File: src/rtl/tmr_clkfront_pkg.sv
package tmr_clkfront_pkg;
   typedef enum logic [1:0] {
      SRC_INT  = 2'd0,
      SRC_LOW  = 2'd1,
      SRC_HIGH = 2'd2,
      SRC_EXT  = 2'd3
   } src_e;

   localparam int unsigned NSRC = 4;
endpackage

File: src/rtl/tmr_cf_regs.sv
module tmr_cf_regs
   import tmr_clkfront_pkg::*;
#(
   parameter int unsigned REG_W   = 16,
   parameter int unsigned DIV_W   = 4,
   parameter int unsigned DBG_BIT = 8
) (
   input  logic             clk,
   input  logic             rst_n,
   input  logic             wr,
   input  logic [REG_W-1:0] wdata,
   output logic [REG_W-1:0] rdata,
   output src_e             src_sel,
   output logic [DIV_W-1:0] div_sel,
   output logic             dbg_run
);
   localparam int unsigned DIV_LSB = 4;

   always_ff @(posedge clk) begin
      if (!rst_n) begin
         src_sel <= SRC_INT;
         div_sel <= '0;
         dbg_run <= 1'b0;
      end else if (wr) begin
         src_sel <= src_e'(wdata[1:0]);
         div_sel <= wdata[DIV_LSB +: DIV_W];
         dbg_run <= wdata[DBG_BIT];
      end
   end

   always_comb begin
      rdata                   = '0;
      rdata[1:0]              = src_sel;
      rdata[DIV_LSB +: DIV_W] = div_sel;
      rdata[DBG_BIT]          = dbg_run;
   end
endmodule

File: src/rtl/tmr_cf_srcsel.sv
module tmr_cf_srcsel
   import tmr_clkfront_pkg::*;
(
   input  logic [NSRC-1:0] src_en,
   input  src_e            sel,
   output logic            sel_en
);
   logic [NSRC-1:0] hit;

   for (genvar i = 0; i < NSRC; i++) begin : g_leg
      assign hit[i] = src_en[i] && (sel == src_e'(i));
   end

   assign sel_en = |hit;
endmodule

File: src/rtl/tmr_cf_divider.sv
module tmr_cf_divider
   import tmr_clkfront_pkg::*;
#(
   parameter int unsigned DIV_W  = 4,
   parameter int unsigned LS_CAP = 8
) (
   input  logic             clk,
   input  logic             rst_n,
   input  logic             clr,
   input  logic             step,
   input  src_e             src_sel,
   input  logic [DIV_W-1:0] div_sel,
   output logic             pulse
);
   localparam int unsigned CNT_W = (1 << DIV_W) - 1;

   logic [DIV_W-1:0] k_eff;
   logic [CNT_W-1:0] cnt;
   logic [CNT_W-1:0] mask;
   logic             wrap;

   always_comb begin
      unique case (src_sel)
         SRC_LOW: k_eff = (32'(div_sel) <= LS_CAP) ? div_sel : '0;
         SRC_EXT: k_eff = '0;
         default: k_eff = div_sel;
      endcase
   end

   assign mask = ~({CNT_W{1'b1}} << k_eff);
   assign wrap = (cnt & mask) == mask;

   always_ff @(posedge clk) begin
      if (!rst_n || clr) begin
         cnt   <= '0;
         pulse <= 1'b0;
      end else begin
         pulse <= step && wrap;
         if (step) cnt <= cnt + 1'b1;
      end
   end
endmodule

File: src/rtl/tmr_clkfront.sv
module tmr_clkfront
   import tmr_clkfront_pkg::*;
#(
   parameter int unsigned REG_W   = 16,
   parameter int unsigned DIV_W   = 4,
   parameter int unsigned LS_CAP  = 8,
   parameter int unsigned DBG_BIT = 8
) (
   input  logic             clk,
   input  logic             rst_n,
   input  logic             reg_wr,
   input  logic [REG_W-1:0] reg_wdata,
   output logic [REG_W-1:0] reg_rdata,
   input  logic [3:0]       src_en,
   input  logic             dbg_halt,
   output logic             cnt_en
);
   if (DIV_W < 1 || DIV_W > 5) begin : g_bad_div
      $error("DIV_W out of range");
   end
   if (LS_CAP >= (1 << DIV_W)) begin : g_bad_cap
      $error("LS_CAP must be below 2**DIV_W");
   end
   if (DBG_BIT < 4 + DIV_W || DBG_BIT >= REG_W) begin : g_bad_dbg
      $error("DBG_BIT overlaps a field or lies outside the register");
   end

   src_e             src_sel;
   logic [DIV_W-1:0] div_sel;
   logic             dbg_run;
   logic             sel_en;
   logic             step;

   tmr_cf_regs #(.REG_W(REG_W), .DIV_W(DIV_W), .DBG_BIT(DBG_BIT)) u_regs (
      .clk     (clk),
      .rst_n   (rst_n),
      .wr      (reg_wr),
      .wdata   (reg_wdata),
      .rdata   (reg_rdata),
      .src_sel (src_sel),
      .div_sel (div_sel),
      .dbg_run (dbg_run)
   );

   tmr_cf_srcsel u_sel (
      .src_en (src_en),
      .sel    (src_sel),
      .sel_en (sel_en)
   );

   assign step = sel_en && (!dbg_halt || dbg_run);

   tmr_cf_divider #(.DIV_W(DIV_W), .LS_CAP(LS_CAP)) u_div (
      .clk     (clk),
      .rst_n   (rst_n),
      .clr     (reg_wr),
      .step    (step),
      .src_sel (src_sel),
      .div_sel (div_sel),
      .pulse   (cnt_en)
   );
endmodule

File: config.mk
export PLATFORM = sky130hd
export DESIGN_NAME = tmr_clkfront
export DESIGN_NICKNAME = d
export VERILOG_FILES = /design/src/rtl/tmr_clkfront_pkg.sv /design/src/rtl/tmr_cf_regs.sv /design/src/rtl/tmr_cf_srcsel.sv /design/src/rtl/tmr_cf_divider.sv /design/src/rtl/tmr_clkfront.sv
export SDC_FILE = /design/constraint.sdc
export NUM_CORES = 1
export LEC_CHECK = 0
export BUFFER_PORTS_ARGS = -buffer_cell sky130_fd_sc_hd__buf_2
export CORE_ASPECT_RATIO = 0.8
export CORE_MARGIN = 2
export CORE_UTILIZATION = 45
export DETAILED_ROUTE_END_ITERATION = 7
export PLACE_DENSITY = 0.74
export SLEW_MARGIN = 20
export SYNTH_ARGS = -nofsm -noshare
export SYNTH_HDL_FRONTEND = slang
export SYNTH_SLANG_ARGS = --single-unit
File: constraint.sdc
create_clock -name clk -period 1.6 [get_ports clk]
set_clock_uncertainty 0.05 [all_clocks]
set_input_delay 0.16 -clock clk [delete_from_list [all_inputs] [get_ports clk]]
set_output_delay 0.16 -clock clk [all_outputs]
set_load 0.02 [all_outputs]
==> metrics.md, run 1 <==
| Metric | Value |
|---|---|
| # DRC | `0` |
| Post-Syn Area | `1350 um2` |
| Arr. time, crit path | `1690 ps` |
| Overflow left after global routing | `0` |
| Initial antenna violation count | `0` |
| Final Setup Violations | `0` |
| Port-buffer cells | `22` |
| Largest net degree at the start of global routing | `13` |
| Synthesis-to-layout area growth | `24.1%` |
| Pwr Total | `0.00114 W` |
| Min Tclk post-route | `1590 ps` |
| DR vias | `1174` |
| # IOs | `41` |
| Chip height | `52.9 um` |
| Syn avg cell area | `8.63 um2` |
| Row count | `17` |
| CTS Root Cell | `clkbuf_8` |
| Period utilization | `0.992` |
| Detail Route Antenna Nets | `0` |
| Peak Freq | `630 MHz` |
| Critical Path Fanout Max | `7` |
| Initial DRC count | `59` |
| Clk slew on worst S/H paths | `80 ps` |
| Vias in the first global route | `1127` |
| Nets@finish | `215` |
| Total Wirelength | `3.16 mm` |
| Final Util | `0.595` |
| Worst Hold Class | `input pin to flip-flop` |
| Die area | `3450 um2` |
| Total core area | `2810 um2` |
| Leading area contributor after synthesis | `dfxtp_1` |
| Inserted Diodes | `0` |
| Total CTS buffers | `3` |
| Hold Vio Cnt, Final | `0` |
| Post-DP HPWL | `2.39 mm` |
| Power Dens Cells | `681 nW/um2` |
| Clock sink count | `23` |
| Chip width | `65.2 um` |
| RePlAce Congestion | `0.963` |
| DRT Pass-1 Iters | `4` |
| Top FF cell, synth | `dfxtp_1` |
| Yosys cell types | `39` |
| RSZ-0062 raised after global routing | `true` |
| Setup CP Type | `flip-flop to flip-flop` |
| Most frequent cells in the layout | `buf_2, nor2_1, dfxtp_1, buf_4, conb_1` |
| Status | `complete, no violations` |
| Worst vdd ir | `414 uV` |
| CP required | `1710 ps` |
| GRT Total Usage | `0.205` |
| Max Cap Violations | `0` |
| Crit end category | `flip-flop` |
| Fin. max-slew vios | `0` |
| Pleak | `0.676 nW` |
| H-tree level count | `1` |
| Top post-synthesis cells by area | `dfxtp_1, nor2_1, buf_4` |
| Share of cells above drive strength 1 | `0.349` |
| CTS tree | `yes` |
| Ys async rst share | `0` |
| Wire per inst | `13.9 um` |
| Synth top area share | `0.342` |
| EDFF count, synth | `0` |
| First-pass GRT wire length | `5.27 mm` |
| Clk Latency, worst-skew pair | `260 ps` |
| Critical path startpoint category | `flip-flop` |
| Final hold slack | `104 ps` |
| Commonest non-fill, non-tap cell in the layout | `buf_2` |
| Bufs on Longest Clock Path | `2` |
| Number of synthesized register bits | `23` |
| Starting Density | `0.480` |
| Post-Syn Instances | `156` |
| Fill cell count | `271` |
| Register area share after synthesis | `0.342` |
| Vias/cell | `5.17` |
| Synth warn | `0` |
[path summary, 6_finish.rpt]
| check | from | endpoint | slack (ps) | depth (start not counted) |
|---|---|---|---|---|
| max reg2reg | u_regs.src_sel[1]$_SDFFE_PN0P_ | u_div.cnt[10]$_SDFFE_PP0P_ | 10 | 5 |
| min | reg_wdata[0] | u_regs.src_sel[0]$_SDFFE_PN0P_ | 100 | 3 |
| max | u_regs.src_sel[1]$_SDFFE_PN0P_ | u_div.cnt[10]$_SDFFE_PP0P_ | 10 | 5 |
| min reg2reg | u_div.cnt[11]$_SDFFE_PP0P_ | u_div.cnt[11]$_SDFFE_PP0P_ | 460 | 2 |
[critical path, stage by stage (launching register included)]
cell	delay, ps
dfxtp_4	370
mux2_4	300
and3_4	220
o21ai_4	200
nor2_2	60
mux2_4	290
[cell type report]
type	count	area, um2	share of cell area
clock buffer	4	45.0	0.0270
inverter	6	22.5	0.0135
multi-input combinational	118	850	0.509
sequential	23	472	0.282
tap	38	47.5	0.0285
timing repair buffer	38	234	0.140
[metrics by stage]
stage	instance area (um2)	worst slack, ps	setup TNS (ps)	std cells
after floorplan	1380	-132	-310	164
after global placement	1530	1.87	0	222
after detailed placement	1530	-17.9	-40.5	222
after CTS	1580	-17.6	-40.7	226
after global routing	1670	-65.8	-209	227
final	1670	12.5	0	227
[synthesized netlist by cell type (all sizes together) (2+ instances only)]
cell type and count:
nor3 3, clkbuf 2, o2111ai 2, nand3 3, xnor2 6, inv 6
mux2 3, and3 4, xor2 6, or3 3, dfxtp 23, mux2i 7
nand2 8, nand2b 3, nor2b 8, and4 2, o21ai 8, nand4 2
nor2 22, a21oi 6, o211ai 2, buf 15, a31oi 2
[cell families after synthesis]
family	after synthesis	synth area share
compound gates	26	0.129
xor+xnor	12	0.0781
fa+ha+maj	1	0.00929
buf+inv	23	0.110
flops	23	0.342
mux	11	0.102
other cells	1	0.00279
simple gates	59	0.227
[metal layers]
metal,share of wire,GRT usage,wire length [um]
met1,0.49,0.283,1550
met2,0.45,0.323,1430
met4,0.0063,0.0556,20
met5,0,0,0
met3,0.052,0.0468,163
[flip-flops by register name, summed over array words and instances (netlist names)]
register        cells
u_div.pulse         1
u_regs.dbg_run      1
u_regs.src_sel      2
u_div.cnt          15
u_regs.div_sel      4
[report_power, final]
part           leakage [nW]  total (W)  internal [W]  switching [W]
clock                0.0228   0.000353      0.000177       0.000175
sequential            0.189   0.000602      0.000584      0.0000174
combinational         0.464   0.000183     0.0000787       0.000104
[timing repair]
item,CTS,global route
pin swaps,0,8
setup endpoints to repair,4,12
hold endpoints to repair,0,0
gates resized for setup,3,19
setup buffers,0,1
hold buffers,0,0
(Power assumes the default switching activity.)
==> run 2: changes to the inputs <==
CTS_BUF_LIST = sky130_fd_sc_hd__clkbuf_4 sky130_fd_sc_hd__clkbuf_8   (was default)
==> metrics.md, run 2 (synthesis results as in run 1) <==
| Metric | Value |
|---|---|
| First-pass GRT wire length | `5.28 mm` |
| Pleak | `0.679 nW` |
| H-tree level count | `1` |
| R2r setup slk | `20 ps` |
| Row count | `17` |
| Vias in the first global route | `1128` |
| Total CTS buffers | `3` |
| Fill cell count | `271` |
| Hold-fix buffers at CTS | `0` |
| Clock sink count | `23` |
| Max Cap Violations | `0` |
| Largest Register | `u_div.cnt` |
| Period utilization | `0.988` |
| Most frequent cells in the layout | `buf_2, nor2_1, dfxtp_1, buf_4, conb_1` |
| CTS Root Cell | `clkbuf_8` |
| M1 wire length | `1.53 mm` |
| Commonest non-fill, non-tap cell in the layout | `buf_2` |
| CP required | `1710 ps` |
| Status | `complete, no violations` |
| CP peak stage delay | `370 ps` |
| Clk slew on worst S/H paths | `80 ps` |
| Power Dens Cells | `691 nW/um2` |
| Chip height | `52.9 um` |
| Wire per inst | `13.9 um` |
| Max reg flops | `15` |
| Port-buffer cells | `22` |
| DR WL met3 | `186 um` |
| R2R Path Start | `u_regs.src_sel[1]$_SDFFE_PN0P_` |
| DRT Pass-1 Iters | `4` |
| RePlAce Congestion | `0.963` |
| Starting Density | `0.480` |
| Post-DP HPWL | `2.39 mm` |
| Share of cells above drive strength 1 | `0.354` |
| Vias/cell | `5.18` |
| Clk Latency, worst-skew pair | `260 ps` |
| Fin. max-slew vios | `0` |
| Peak Freq | `632 MHz` |
| Worst vdd ir | `415 uV` |
| Largest registers | `u_div.cnt: 15 flops, u_regs.div_sel: 4 flops, u_regs.src_sel: 2 flops` |
| Uppermost layer routed | `met4` |
| Inserted Diodes | `0` |
| Nets@finish | `215` |
| Crit. Startpoint | `u_regs.src_sel[1]$_SDFFE_PN0P_` |
| DR vias | `1176` |
| Final Setup Violations | `0` |
| CP dominant cell by count | `mux2_4` |
| Min Tclk post-route | `1580 ps` |
| Overflow left after global routing | `0` |
| Critical Path Fanout Max | `7` |
| Critical path startpoint category | `flip-flop` |
| GRT Total Usage | `0.205` |
| Fin Setup TNS | `0 ps` |
| Hold Vio Cnt, Final | `0` |
| Crit path capture | `u_div.cnt[10]$_SDFFE_PP0P_` |
| Worst Hold Class | `input pin to flip-flop` |
| Total Wirelength | `3.17 mm` |
| RSZ-0062 raised after global routing | `true` |
| CP cell instances | `mux2_4 -> and3_4 -> o21ai_4 -> nor2_2 -> mux2_4` |
| Initial DRC count | `64` |
| Bufs on Longest Clock Path | `2` |
| Die area | `3450 um2` |
| CTS tree | `yes` |
| Synthesis-to-layout area growth | `24.3%` |
| Total core area | `2810 um2` |
| Chip width | `65.2 um` |
| FF-to-FF End | `u_div.cnt[10]$_SDFFE_PP0P_` |
| Initial antenna violation count | `0` |
| # IOs | `41` |
| Crit end category | `flip-flop` |
| Reg2Reg Depth | `5` |
| Detail Route Antenna Nets | `0` |
| # DRC | `0` |
| CP max-delay cell | `dfxtp_4` |
| Setup CP Type | `flip-flop to flip-flop` |
| Arr. time, crit path | `1690 ps` |
| Largest net degree at the start of global routing | `13` |
| WL met2 | `1.43 mm` |
| Hold Startpoint | `reg_wdata[0]` |
| Pwr Total | `0.00116 W` |
run 2: where the power goes:
group / switching [W] / internal [W] / total (W) / leakage, nW
combinational: 0.000104 / 0.0000787 / 0.000183 / 0.464
sequential: 0.0000174 / 0.000584 / 0.000602 / 0.189
clock: 0.000178 / 0.000194 / 0.000372 / 0.0262
run 2: worst min-delay path by stage:
stage | end | slack [ps] | cells past startpoint
2_1_floorplan | u_regs.src_sel[1]$_SDFFE_PN0P_ | 240 | 1
3_3_place_gp | u_regs.src_sel[0]$_SDFFE_PN0P_ | 360 | 3
3_5_place_dp | u_regs.src_sel[1]$_SDFFE_PN0P_ | 380 | 3
4_1_cts | u_regs.div_sel[2]$_SDFFE_PN0P_ | 100 | 3
5_1_grt | u_regs.src_sel[0]$_SDFFE_PN0P_ | 110 | 3
6_report | u_regs.src_sel[0]$_SDFFE_PN0P_ | 100 | 3
run 2: worst max-delay path: cells and delay by family, from the launching register on:
kind / cells / cell delay (ps)
compound gates: 1 / 200
flops: 1 / 370
simple gates: 2 / 280
mux: 2 / 590
run 2: layout make-up:
cell class	count	area, um2	share of cell area
Multi-Input combinational cell	118	850	0.507
Sequential cell	23	472	0.282
Timing Repair Buffer	38	234	0.140
Clock buffer	4	48.8	0.0291
Tap cell	38	47.5	0.0284
Inverter	6	22.5	0.0135
run 2: metrics by stage:
stage	setup slack [ps]	area (um2)	cells	hold slack, ps	util
5_1_grt	-65.8	1670	227	109	0.596
4_1_cts	-17.6	1580	226	104	0.564
3_3_place_gp	1.87	1530	222	363	0.544
6_report	18.8	1670	227	102	0.596
2_1_floorplan	-132	1380	164	237	-
3_5_place_dp	-17.9	1530	222	376	0.544
run 2: timing repair:
item / in CTS / in global routing
gates cloned: 0 / 0
setup buffers: 0 / 1
resized for setup: 3 / 19
pin swaps: 0 / 8
setup endpoints to repair: 4 / 12
run 2: metal layers:
layer,track usage,vias up
met1,0.283,555
met4,0.0556,0
li1,-,580
met5,0,-
met2,0.323,37
met3,0.0468,4
==> run 3: changes to the inputs <==
CORE_UTILIZATION = 35   (was 45)
MAX_ROUTING_LAYER = met4   (was default)
PLACE_DENSITY = default   (was 0.74)
==> metrics.md, run 3 (synthesis results as in run 1) <==
| Metric | Value |
|---|---|
| Status | `complete, no violations` |
| Crit. Startpoint | `u_regs.src_sel[1]$_SDFFE_PN0P_` |
| Power Dens Cells | `702 nW/um2` |
| Post-route cell area | `1650 um2` |
| Post-DP HPWL | `2.13 mm` |
| Peak Freq | `649 MHz` |
| Met3 Resource Use GR | `0.0357` |
| Period utilization | `0.963` |
| RePlAce Congestion | `0.790` |
| Initial DRC count | `67` |
| Most used routing layer | `met1` |
| Initial antenna violation count | `0` |
| DRT Pass-1 Iters | `4` |
| Hold Vio Cnt, Final | `0` |
| Worst vdd ir | `318 uV` |
| Min Tclk post-route | `1540 ps` |
| DR vias | `1138` |
| CTS Root Cell | `clkbuf_8` |
| Pwr Total | `0.00115 W` |
| Reg2Reg Depth | `5` |
| Hold Startpoint | `reg_wdata[7]` |
| Clk slew on worst S/H paths | `90 ps` |
| Fin. max-slew vios | `0` |
| Max Cap Violations | `0` |
| Largest Register | `u_div.cnt` |
| # DRC | `0` |
| Clock sink count | `23` |
| Largest registers | `u_div.cnt: 15 flops, u_regs.div_sel: 4 flops, u_regs.src_sel: 2 flops` |
| Setup ws final | `59.0 ps` |
| Max reg flops | `15` |
| Critical Path Fanout Max | `7` |
| Vias/cell | `4.86` |
| Area of placed instances | `1550 um2` |
| GRT Total Usage | `0.139` |
| Overflow left after global routing | `0` |
| Clk Latency, worst-skew pair | `270 ps` |
| Worst Hold Class | `input pin to flip-flop` |
| Total CTS buffers | `3` |
| Synthesis-to-layout area growth | `22.2%` |
| Final Setup Violations | `0` |
| Wire per inst | `12.1 um` |
| Total core area | `3750 um2` |
| Row count | `20` |
| Setup CP Type | `flip-flop to flip-flop` |
| M1 GR Usage | `0.199` |
| Port-buffer cells | `22` |
| First-pass GRT wire length | `4.46 mm` |
| Pleak | `0.666 nW` |
| Vias in the first global route | `968` |
| Grt met2 use | `0.185` |
| Crit end category | `flip-flop` |
| Arr. time, crit path | `1660 ps` |
| Detail Route Antenna Nets | `0` |
| Share of cells above drive strength 1 | `0.326` |
| Chip width | `73.3 um` |
| Total Wirelength | `2.84 mm` |
| Bufs on Longest Clock Path | `2` |
| Dpl ws | `-41.1 ps` |
| Commonest non-fill, non-tap cell in the layout | `buf_2` |
| Post-CTS Setup Inserts | `0` |
| CTS tree | `yes` |
| Final Util | `0.438` |
| Nets@finish | `216` |
| Final hold slack | `87.7 ps` |
| R2R Path Start | `u_regs.src_sel[1]$_SDFFE_PN0P_` |
| Most frequent cells in the layout | `buf_2, nor2_1, dfxtp_1, buf_4, conb_1` |
| Chip height | `59.5 um` |
| Die area | `4360 um2` |
| Hold Path Depth | `3` |
| Critical path startpoint category | `flip-flop` |
| Inserted Diodes | `0` |
| Largest net degree at the start of global routing | `14` |
| # IOs | `41` |
| CP required | `1720 ps` |
| H-tree level count | `1` |
| Starting Density | `0.359` |
[run 3: what timing repair did]
item,CTS,global route
hold buffers,0,0
pin swaps,0,4
setup endpoints to repair,2,5
cloned,0,0
endpoints found under the hold margin,0,0
resized for setup,4,10
[run 3: stage by stage]
| step | setup TNS [ps] | instances |
|---|---|---|
| 2_1_floorplan | -310 | 164 |
| 3_3_place_gp | -34.5 | 230 |
| 3_5_place_dp | -47.5 | 230 |
| 4_1_cts | 0 | 234 |
| 5_1_grt | -8.64 | 234 |
| 6_report | 0 | 234 |
[run 3: per-layer routing]
metal | part of all wire | up-vias | wire (um)
li1 | - | 585 | -
met3 | 0.043 | 4 | 122
met1 | 0.54 | 527 | 1530
met4 | 0.014 | 0 | 39
met2 | 0.41 | 22 | 1150
met5 | 0 | - | 0
[run 3: path summary, 6_finish.rpt]
path	endpoint	slack [ps]
min reg2reg	u_div.cnt[14]$_SDFFE_PP0P_	450
min	u_regs.div_sel[3]$_SDFFE_PN0P_	90
max	u_div.cnt[10]$_SDFFE_PP0P_	60
max reg2reg	u_div.cnt[10]$_SDFFE_PP0P_	60
[run 3: layout make-up]
type                    instances  area, um2
clock buffers                   3       41.3
clock inverters                 1       5.00
fillers                       381       2110
inverters                       6       22.5
multi-input cells             118        810
flip-flops and latches         23        470
well taps                      44       55.1
repair buffers                 39        241
[run 3: where the power goes]
group / internal, W / switching [W]
Combinational: 0.0000809 / 0.000101
Sequential: 0.000583 / 0.0000169
Clock: 0.000174 / 0.000198
[run 3: critical path, cell delays in order, from the launching register on]
cell and delay, ps:
dfxtp_4 380, mux2_4 300, and3_4 190, o21ai_4 180, nor2_2 60, mux2_4 290
